`config.mk`:
```
export PLATFORM = sky130hd
export DESIGN_NAME = rev_seq_counter
export DESIGN_NICKNAME = d
export VERILOG_FILES = /design/src/rtl/rsc_pkg.sv /design/src/rtl/rsc_excite.sv /design/src/rtl/rsc_jk_cell.sv /design/src/rtl/rev_seq_counter.sv
export SDC_FILE = /design/constraint.sdc
export NUM_CORES = 1
export LEC_CHECK = 0
export ABC_AREA = 1
export BUFFER_PORTS_ARGS = -buffer_cell sky130_fd_sc_hd__buf_4
export CORE_AREA = 2 2 39 41
export CTS_BUF_LIST = sky130_fd_sc_hd__clkbuf_2
export CTS_CLUSTER_DIAMETER = 30
export DETAILED_ROUTE_END_ITERATION = 10
export DIE_AREA = 0 0 41 43
export GPL_TIMING_DRIVEN = 1
export PLACE_DENSITY_LB_ADDON = 0.3
export SYNTH_ARGS = -nofsm -noshare
export SYNTH_HDL_FRONTEND = slang
export SYNTH_SLANG_ARGS = --single-unit
```
`constraint.sdc`:
```
create_clock -name clk -period 1.75 [get_ports clk]
set_clock_uncertainty 0.1 [all_clocks]
set_input_delay 0.0875 -clock clk [delete_from_list [all_inputs] [get_ports clk]]
set_output_delay 0.0875 -clock clk [all_outputs]
set_load 0.005 [all_outputs]
```
`src/rtl/rsc_pkg.sv`:
```
package rsc_pkg;
  localparam int unsigned STATE_W = 3;
  localparam int unsigned IDX_A   = 0;
  localparam int unsigned IDX_B   = 1;
  localparam int unsigned IDX_C   = 2;

  typedef logic [STATE_W-1:0] state_t;

  // Loop successor, written as a table; used only by the checks.
  function automatic state_t loop_next(input state_t s, input logic fwd);
    state_t n;
    if (fwd) begin
      case (s)
        3'd1: n = 3'd3;
        3'd3: n = 3'd5;
        3'd5: n = 3'd7;
        3'd7: n = 3'd4;
        3'd4: n = 3'd2;
        default: n = 3'd1;
      endcase
    end else begin
      case (s)
        3'd2: n = 3'd4;
        3'd4: n = 3'd7;
        3'd7: n = 3'd5;
        3'd5: n = 3'd3;
        3'd3: n = 3'd1;
        default: n = 3'd2;
      endcase
    end
    return n;
  endfunction
endpackage

```
`src/rtl/rsc_excite.sv`:
```
module rsc_excite
  import rsc_pkg::*;
(
  input  state_t q,
  input  logic   up,
  output state_t j,
  output state_t k
);
  logic   a, b, c;
  state_t j_fwd, k_fwd, j_rev, k_rev;

  assign a = q[IDX_A];
  assign b = q[IDX_B];
  assign c = q[IDX_C];

  // Forward loop excitation.
  always_comb begin
    j_fwd[IDX_A] = ~c | b;
    k_fwd[IDX_A] = b & c;
    j_fwd[IDX_B] = a | c;
    k_fwd[IDX_B] = 1'b1;
    j_fwd[IDX_C] = a & b;
    k_fwd[IDX_C] = ~a;
  end

  // Reverse loop excitation.
  always_comb begin
    j_rev[IDX_A] = ~b & c;
    k_rev[IDX_A] = ~b & ~c;
    j_rev[IDX_B] = 1'b1;
    k_rev[IDX_B] = a | ~c;
    j_rev[IDX_C] = ~a & b;
    k_rev[IDX_C] = (~a & b) | (a & ~b);
  end

  for (genvar g = 0; g < STATE_W; g++) begin : g_sel
    assign j[g] = up ? j_fwd[g] : j_rev[g];
    assign k[g] = up ? k_fwd[g] : k_rev[g];
  end
endmodule

```
`src/rtl/rsc_jk_cell.sv`:
```
module rsc_jk_cell #(
  parameter logic RST_BIT = 1'b0
) (
  input  logic clk,
  input  logic rst,
  input  logic en,
  input  logic j,
  input  logic k,
  output logic q
);
  always_ff @(posedge clk) begin
    if (rst) begin
      q <= RST_BIT;
    end else if (en) begin
      case ({j, k})
        2'b01:   q <= 1'b0;
        2'b10:   q <= 1'b1;
        2'b11:   q <= ~q;
        default: q <= q;
      endcase
    end
  end

  p_toggle_r7: assert property (@(posedge clk) disable iff (rst)
    (en && j && k) |=> (q != $past(q)));
  p_set_r7: assert property (@(posedge clk) disable iff (rst)
    (en && j && !k) |=> q);
  p_clear_r7: assert property (@(posedge clk) disable iff (rst)
    (en && !j && k) |=> !q);
endmodule

```
`src/rtl/rev_seq_counter.sv`:
```
module rev_seq_counter
  import rsc_pkg::*;
#(
  parameter logic [2:0] RST_STATE = 3'd1
) (
  input  logic       clk,
  input  logic       rst,
  input  logic       up_i,
  input  logic       en_i,
  output logic [2:0] state_o,
  output logic [2:0] j_o,
  output logic [2:0] k_o
);
  state_t q, j_w, k_w;

  rsc_excite u_excite (
    .q  (q),
    .up (up_i),
    .j  (j_w),
    .k  (k_w)
  );

  for (genvar i = 0; i < STATE_W; i++) begin : g_bit
    rsc_jk_cell #(.RST_BIT(RST_STATE[i])) u_cell (
      .clk (clk),
      .rst (rst),
      .en  (en_i),
      .j   (j_w[i]),
      .k   (k_w[i]),
      .q   (q[i])
    );
  end

  assign state_o = q;
  assign j_o     = j_w;
  assign k_o     = k_w;

  p_reset_r1: assert property (@(posedge clk) rst |=> (state_o == RST_STATE));
  p_fwd_step_r2: assert property (@(posedge clk) disable iff (rst)
    (en_i && up_i) |=> (state_o == loop_next($past(state_o), 1'b1)));
  p_rev_step_r3: assert property (@(posedge clk) disable iff (rst)
    (en_i && !up_i) |=> (state_o == loop_next($past(state_o), 1'b0)));
  p_hold_r4: assert property (@(posedge clk) disable iff (rst)
    !en_i |=> $stable(state_o));
  p_turn_r5: assert property (@(posedge clk) disable iff (rst)
    (en_i && (up_i != $past(up_i))) |=> (state_o == loop_next($past(state_o), $past(up_i))));
  p_recover_r6: assert property (@(posedge clk) disable iff (rst)
    (en_i && (state_o == 3'd0 || state_o == 3'd6)) |=> (state_o == ($past(up_i) ? 3'd1 : 3'd2)));
endmodule

```
Yosys cells after proc, flatten, opt, wreduce, memory -nomap -nowiden
Index checks and enable logic that the tools add are counted.
{"block": "classes", "bitwise_logic": 13, "reduce_logical": 6, "muxes": 9, "eq_ne": 9}
{"cell": "$eq A2 B2 Y1 const B", "n": 6}
{"cell": "$pmux W1 S3", "n": 3}
{"cell": "$reduce_bool A3 Y1", "n": 3}
{"cell": "$and A1 B1 Y1", "n": 6}
{"cell": "$eq A2 B1 Y1 const B", "n": 3}
{"cell": "$mux W1", "n": 6}
{"cell": "$reduce_and A2 Y1", "n": 3}
{"cell": "$or A1 B1 Y1", "n": 4}
{"cell": "$not A1 Y1", "n": 3}
{"block": "totals", "word_cells": 40, "ff_bits": 3, "out_inout_bits": 9, "inputBits": 4}

Longest topological paths before layout
{"block": "logic_depth", "ltp_word": 7, "ltp_mapped": 7, "depth_no_buf": 7}

Hierarchy
Synthesis repeated with hierarchy kept, for this count alone.
{"block": "hier_totals", "hier_cells": 41, "area_unflattened_um2": 251.5}
{"mod": "rsc_excite", "cells_each": 22, "area_per_inst_um2": 123.9, "instances": 1, "seq_area_each_um2": 0.0}
{"mod": "rsc_jk_cell (g_bit[1].u_cell ...)", "cells_each": 6, "area_per_inst_um2": 41.3, "instances": 2, "seq_area_each_um2": 20.0}
{"mod": "rsc_jk_cell (g_bit[0].u_cell)", "cells_each": 7, "area_per_inst_um2": 45.0, "instances": 1, "seq_area_each_um2": 20.0}

Worst setup path before layout
Ideal clock, no wire load.
{"block": "synth_path", "path_type": "flip-flop to flip-flop", "from": "register g_bit[0].u_cell.q", "to": "register g_bit[2].u_cell.q", "path_slack_ns": 0.526, "setup_time_ns": 0.113, "t_arrival_ns": 1.011, "required_ns": 1.537, "path_buffers": 0, "period_less_slack_ns": 1.224, "path_stages_with_launch": 7, "path_cell_list": "dfxtp_1 > inv_2 > ha_1 > o21ai_1 > nand2_1 > nand2_1 > nor2_1"}
{"block": "synth_between", "elab_chain_cells": 7, "word_cells_on_any_way": 13, "classes_between": "3 x eq/ne; 3 x mux; 5 x bitwise; 2 x reduce/logical"}
{"element": "start, declared", "line": "rsc_jk_cell.sv:9", "source": "output logic q"}
{"element": "start signal, assigned", "line": "rsc_jk_cell.sv:18", "source": "2'b11: q <= ~q;"}
{"element": "start signal, assigned", "line": "rsc_jk_cell.sv:19", "source": "default: q <= q;"}
{"element": "$not A1 Y1", "line": "rsc_excite.sv:23, rsc_excite.sv:33"}
{"element": "$and A1 B1 Y1", "line": "rsc_excite.sv:33", "source": "k_rev[IDX_C] = (~a & b) | (a & ~b);"}
{"element": "$or A1 B1 Y1", "line": "rsc_excite.sv:33"}
{"element": "$mux W1 (*)", "line": "rsc_excite.sv:38", "source": "assign k[g] = up ? k_fwd[g] : k_rev[g];"}
{"element": "via g_bit[2].u_cell.k", "line": "rsc_jk_cell.sv:8", "source": "input logic k,"}
{"element": "$eq A2 B1 Y1 / $eq A2 B2 Y1 (equally long branches)", "line": "rsc_jk_cell.sv:15", "source": "case ({j, k})"}
{"element": "$reduce_bool A3 Y1 (no source line)"}
{"element": "$reduce_and A2 Y1 (no source line)"}
{"element": "end signal, assigned", "line": "rsc_jk_cell.sv:18"}
{"element": "end signal, assigned", "line": "rsc_jk_cell.sv:19"}
{"element": "end, declared", "line": "rsc_jk_cell.sv:9"}
Mark *: on every way through the listed nets, which the timed path passes. The rest lies on a longest branch.
A chain may end at the register's enable or synchronous reset.

Final worst setup path
{"block": "layout_path", "from": "register g_bit[0].u_cell.q", "to": "output k_o[2]"}
{"block": "layout_between", "elab_chain_cells": 4, "word_cells_on_any_way": 5, "classes_between": "1 x mux; 4 x bitwise"}
{"element": "$not A1 Y1", "line": "rsc_excite.sv:23, rsc_excite.sv:33"}
{"element": "$and A1 B1 Y1", "line": "rsc_excite.sv:33"}
{"element": "$or A1 B1 Y1", "line": "rsc_excite.sv:33"}
{"element": "$mux W1 (*)", "line": "rsc_excite.sv:38"}
{"element": "end, declared", "line": "rev_seq_counter.sv:12", "source": "output logic [2:0] k_o"}
Mark *: on every way between the ends. The rest lies on a longest branch, timed or not.

==> impl_metrics.env <==
export IMPL_power_per_cell_area_nw_per_um2=645.0
export IMPL_cts_setup_buffers=0
export IMPL_synth_seq_cells=3
export IMPL_rrSetupSlack_ns=0.41
export IMPL_grt_max_degree=10
export IMPL_vias=307
export IMPL_regMostFlops="g_bit.u_cell.q"
export IMPL_hold_end="g_bit[1].u_cell.q"
export IMPL_synthCells=53
export IMPL_crit_type="register to primary output"
export IMPL_fillers=159
export IMPL_hold_violations=0
export IMPL_r2r_start="g_bit[0].u_cell.q"
export IMPL_reg_top3="g_bit.u_cell.q x3"
export IMPL_num_rows=14
export IMPL_avgSynthCellArea_sq_um=6.185
export IMPL_status="completed"
export IMPL_dr_wl_met3_microns=53
export IMPL_largest_reg_flops=3
export IMPL_instances_no_fill=75
export IMPL_synth_cell_types=16
export IMPL_holdWs_ns=0.02260
export IMPL_fin_nets=66
export IMPL_synth_nets=59
export IMPL_grt_use_total_pct=9.018
export IMPL_start_kind="register"
export IMPL_viasPerCell=4.093
export IMPL_required_ns=1.56
export IMPL_dp_final_hpwl_microns=546.5
export IMPL_io_pins=13
export IMPL_final_core_utilization_pct=27.85
export IMPL_drt_wl_total_microns=654
export IMPL_min_period_ns=1.490
export IMPL_worstHoldStart="en_i"
export IMPL_cts_sinks=3
export IMPL_area_delta_synth_final_pct=17.56
export IMPL_grt_pass1_wl_microns=1014
export IMPL_cts_hold_buf=0
export IMPL_period_share_pct=85.14
export IMPL_die_h_microns=43
export IMPL_antenna_cells=0
export IMPL_crit_fanout=6
export IMPL_h_tree_depth=1
export IMPL_drive_above_1_share_pct=35.59
export IMPL_drv_cap=0
export IMPL_drt_initial_drc_count=3
export IMPL_met1_length_microns=273
export IMPL_rsz0062_at_grt="false"
export IMPL_numCtsBuffers=3
export IMPL_endpoint_kind="primary output"
export IMPL_place_inst=71
export IMPL_clkTransAtPathRegs_ns=0.05
export IMPL_ys_warnings_count=0
export IMPL_worst_r2r_cell_count=6
export IMPL_dr_pass1_iters=2
export IMPL_cts_tree="built"
export IMPL_start_util_pct=23.69
export IMPL_ant_nets=0
export IMPL_globalplace_congestion=0.6497
export IMPL_r2r_end="g_bit[2].u_cell.q"
export IMPL_gr_total_overflow=0
export IMPL_fin_setup_tns_ns=0
export IMPL_die_area_sq_um=1763
export IMPL_dr_max_layer_used="met3"
export IMPL_setup_viol=0
export IMPL_drcViolationCount=0
export IMPL_ctsResizeCount=0
export IMPL_port_buffers=12
export IMPL_cts_buffer_depth=2
export IMPL_crit_arrival_ns=1.30
export IMPL_worstMarginPinSlew_ns=0.3511
export IMPL_yosysSeqAreaShare_pct=18.32
export IMPL_slew_headroom_pct=76.56
export IMPL_netlist_area_sq_um=327.8
export IMPL_p_leak_nw=0.2180
export IMPL_vdd_drop_max_uv=377.0
export IMPL_min_path_cells=2
export IMPL_met2_length_microns=328
export IMPL_fp_dieW_microns=41
export IMPL_hold_path_class="input port to register"
export IMPL_ff_latch_area_sq_um=60.06
export IMPL_insertion_delay_ns=0.20
export IMPL_fmax_ghz=0.6712
export IMPL_cts_root_buf="clkbuf_2"
export IMPL_routedWlPerCell_microns=8.720
export IMPL_antenna_found_initial=0
export IMPL_multi_input_area_sq_um=168.9
export IMPL_report_final_slew_viol_count=0
export IMPL_grt_pass1_vias=274
export IMPL_core_area_sq_um=1384
==> cells in the mapped netlist <==
cell | n | share of area [%]
a21oi_1 | 1 | 1.5
a21oi_2 | 1 | 2.7
and2_1 | 2 | 3.8
buf_2 | 1 | 1.5
buf_4 | 9 | 21
dfxtp_1 | 3 | 18
ha_1 | 2 | 7.6
inv_1 | 5 | 5.7
inv_2 | 2 | 2.3
nand2_1 | 16 | 18
nand2_2 | 1 | 1.9
nand3_1 | 3 | 4.6
nand3_2 | 1 | 3.1
nor2_1 | 3 | 3.4
o21ai_0 | 1 | 1.5
o21ai_1 | 2 | 3.1
==> how the worst max path moves through the flow <==
stage / cells past startpoint / to / from
after floorplan: 6 / g_bit[2].u_cell.q / g_bit[0].u_cell.q
after global placement: 6 / g_bit[2].u_cell.q / g_bit[0].u_cell.q
after detailed placement: 6 / g_bit[2].u_cell.q / g_bit[0].u_cell.q
after CTS: 4 / k_o[2] / g_bit[0].u_cell.q
after global routing: 4 / k_o[2] / g_bit[0].u_cell.q
final: 4 / k_o[2] / g_bit[0].u_cell.q
==> layout by cell type, fill, tap and decap left out <==
cell type and n:
a21oi_1 1, a21oi_2 1, and2_1 2, buf_4 12, clkbuf_2 4, dfxtp_1 3, ha_1 2, inv_1 5
inv_2 2, nand2_1 16, nand2_2 1, nand3_1 3, nand3_2 1, nor2_1 3, o21ai_0 1, o21ai_1 2
==> worst max-delay path: stages (launching register included) <==
cell and delay (ns):
dfxtp_1 0.42, inv_2 0.08, ha_1 0.30, o21ai_1 0.17, buf_4 0.14
==> metrics by stage <==
| stage | power [mW] | setup WS (ns) | instance area, sq um |
|---|---|---|---|
| finish | 0.2486 | 0.2601 | 385.4 |
| detailed placement | 0.1556 | 0.4118 | 365.4 |
| floorplan | 0.1370 | 0.5258 | 327.8 |
| global route | 0.2720 | 0.1304 | 385.4 |
| global placement | 0.1550 | 0.4346 | 365.4 |
| CTS | 0.2558 | 0.2306 | 385.4 |
==> logic make-up (layout without fill, tap and decap cells) <==
logic type                 Yosys count  in the layout  synth area share (%)
and+or+nand+nor                     26             26                 35.11
buffers and inverters               17             23                 30.15
AOI/OAI and AO/OA                    5              5                 8.776
DFF                                  3              3                 18.32
adders and majority gates            2              2                 7.632
==> layer usage <==
metal	vias up	track usage, %
li1	164	-
met1	134	9.265
met2	9	13.44
met3	0	6.283
met4	0	4.000
met5	-	0
==> area by class of cell <==
cell class / instances / area share (%)
clock buffer: 4 / 5.195
inverter: 7 / 6.818
multi-input combinational: 33 / 43.83
sequential: 3 / 15.58
tap: 16 / 5.195
timing repair buffer: 12 / 23.38
==> power by group <==
part	switching (mW)	internal (mW)
clock network	0.0357	0.0602
registers	0.0103	0.0738
logic	0.0322	0.0364
total	0.0781	0.170
(Power assumes the default switching activity.)
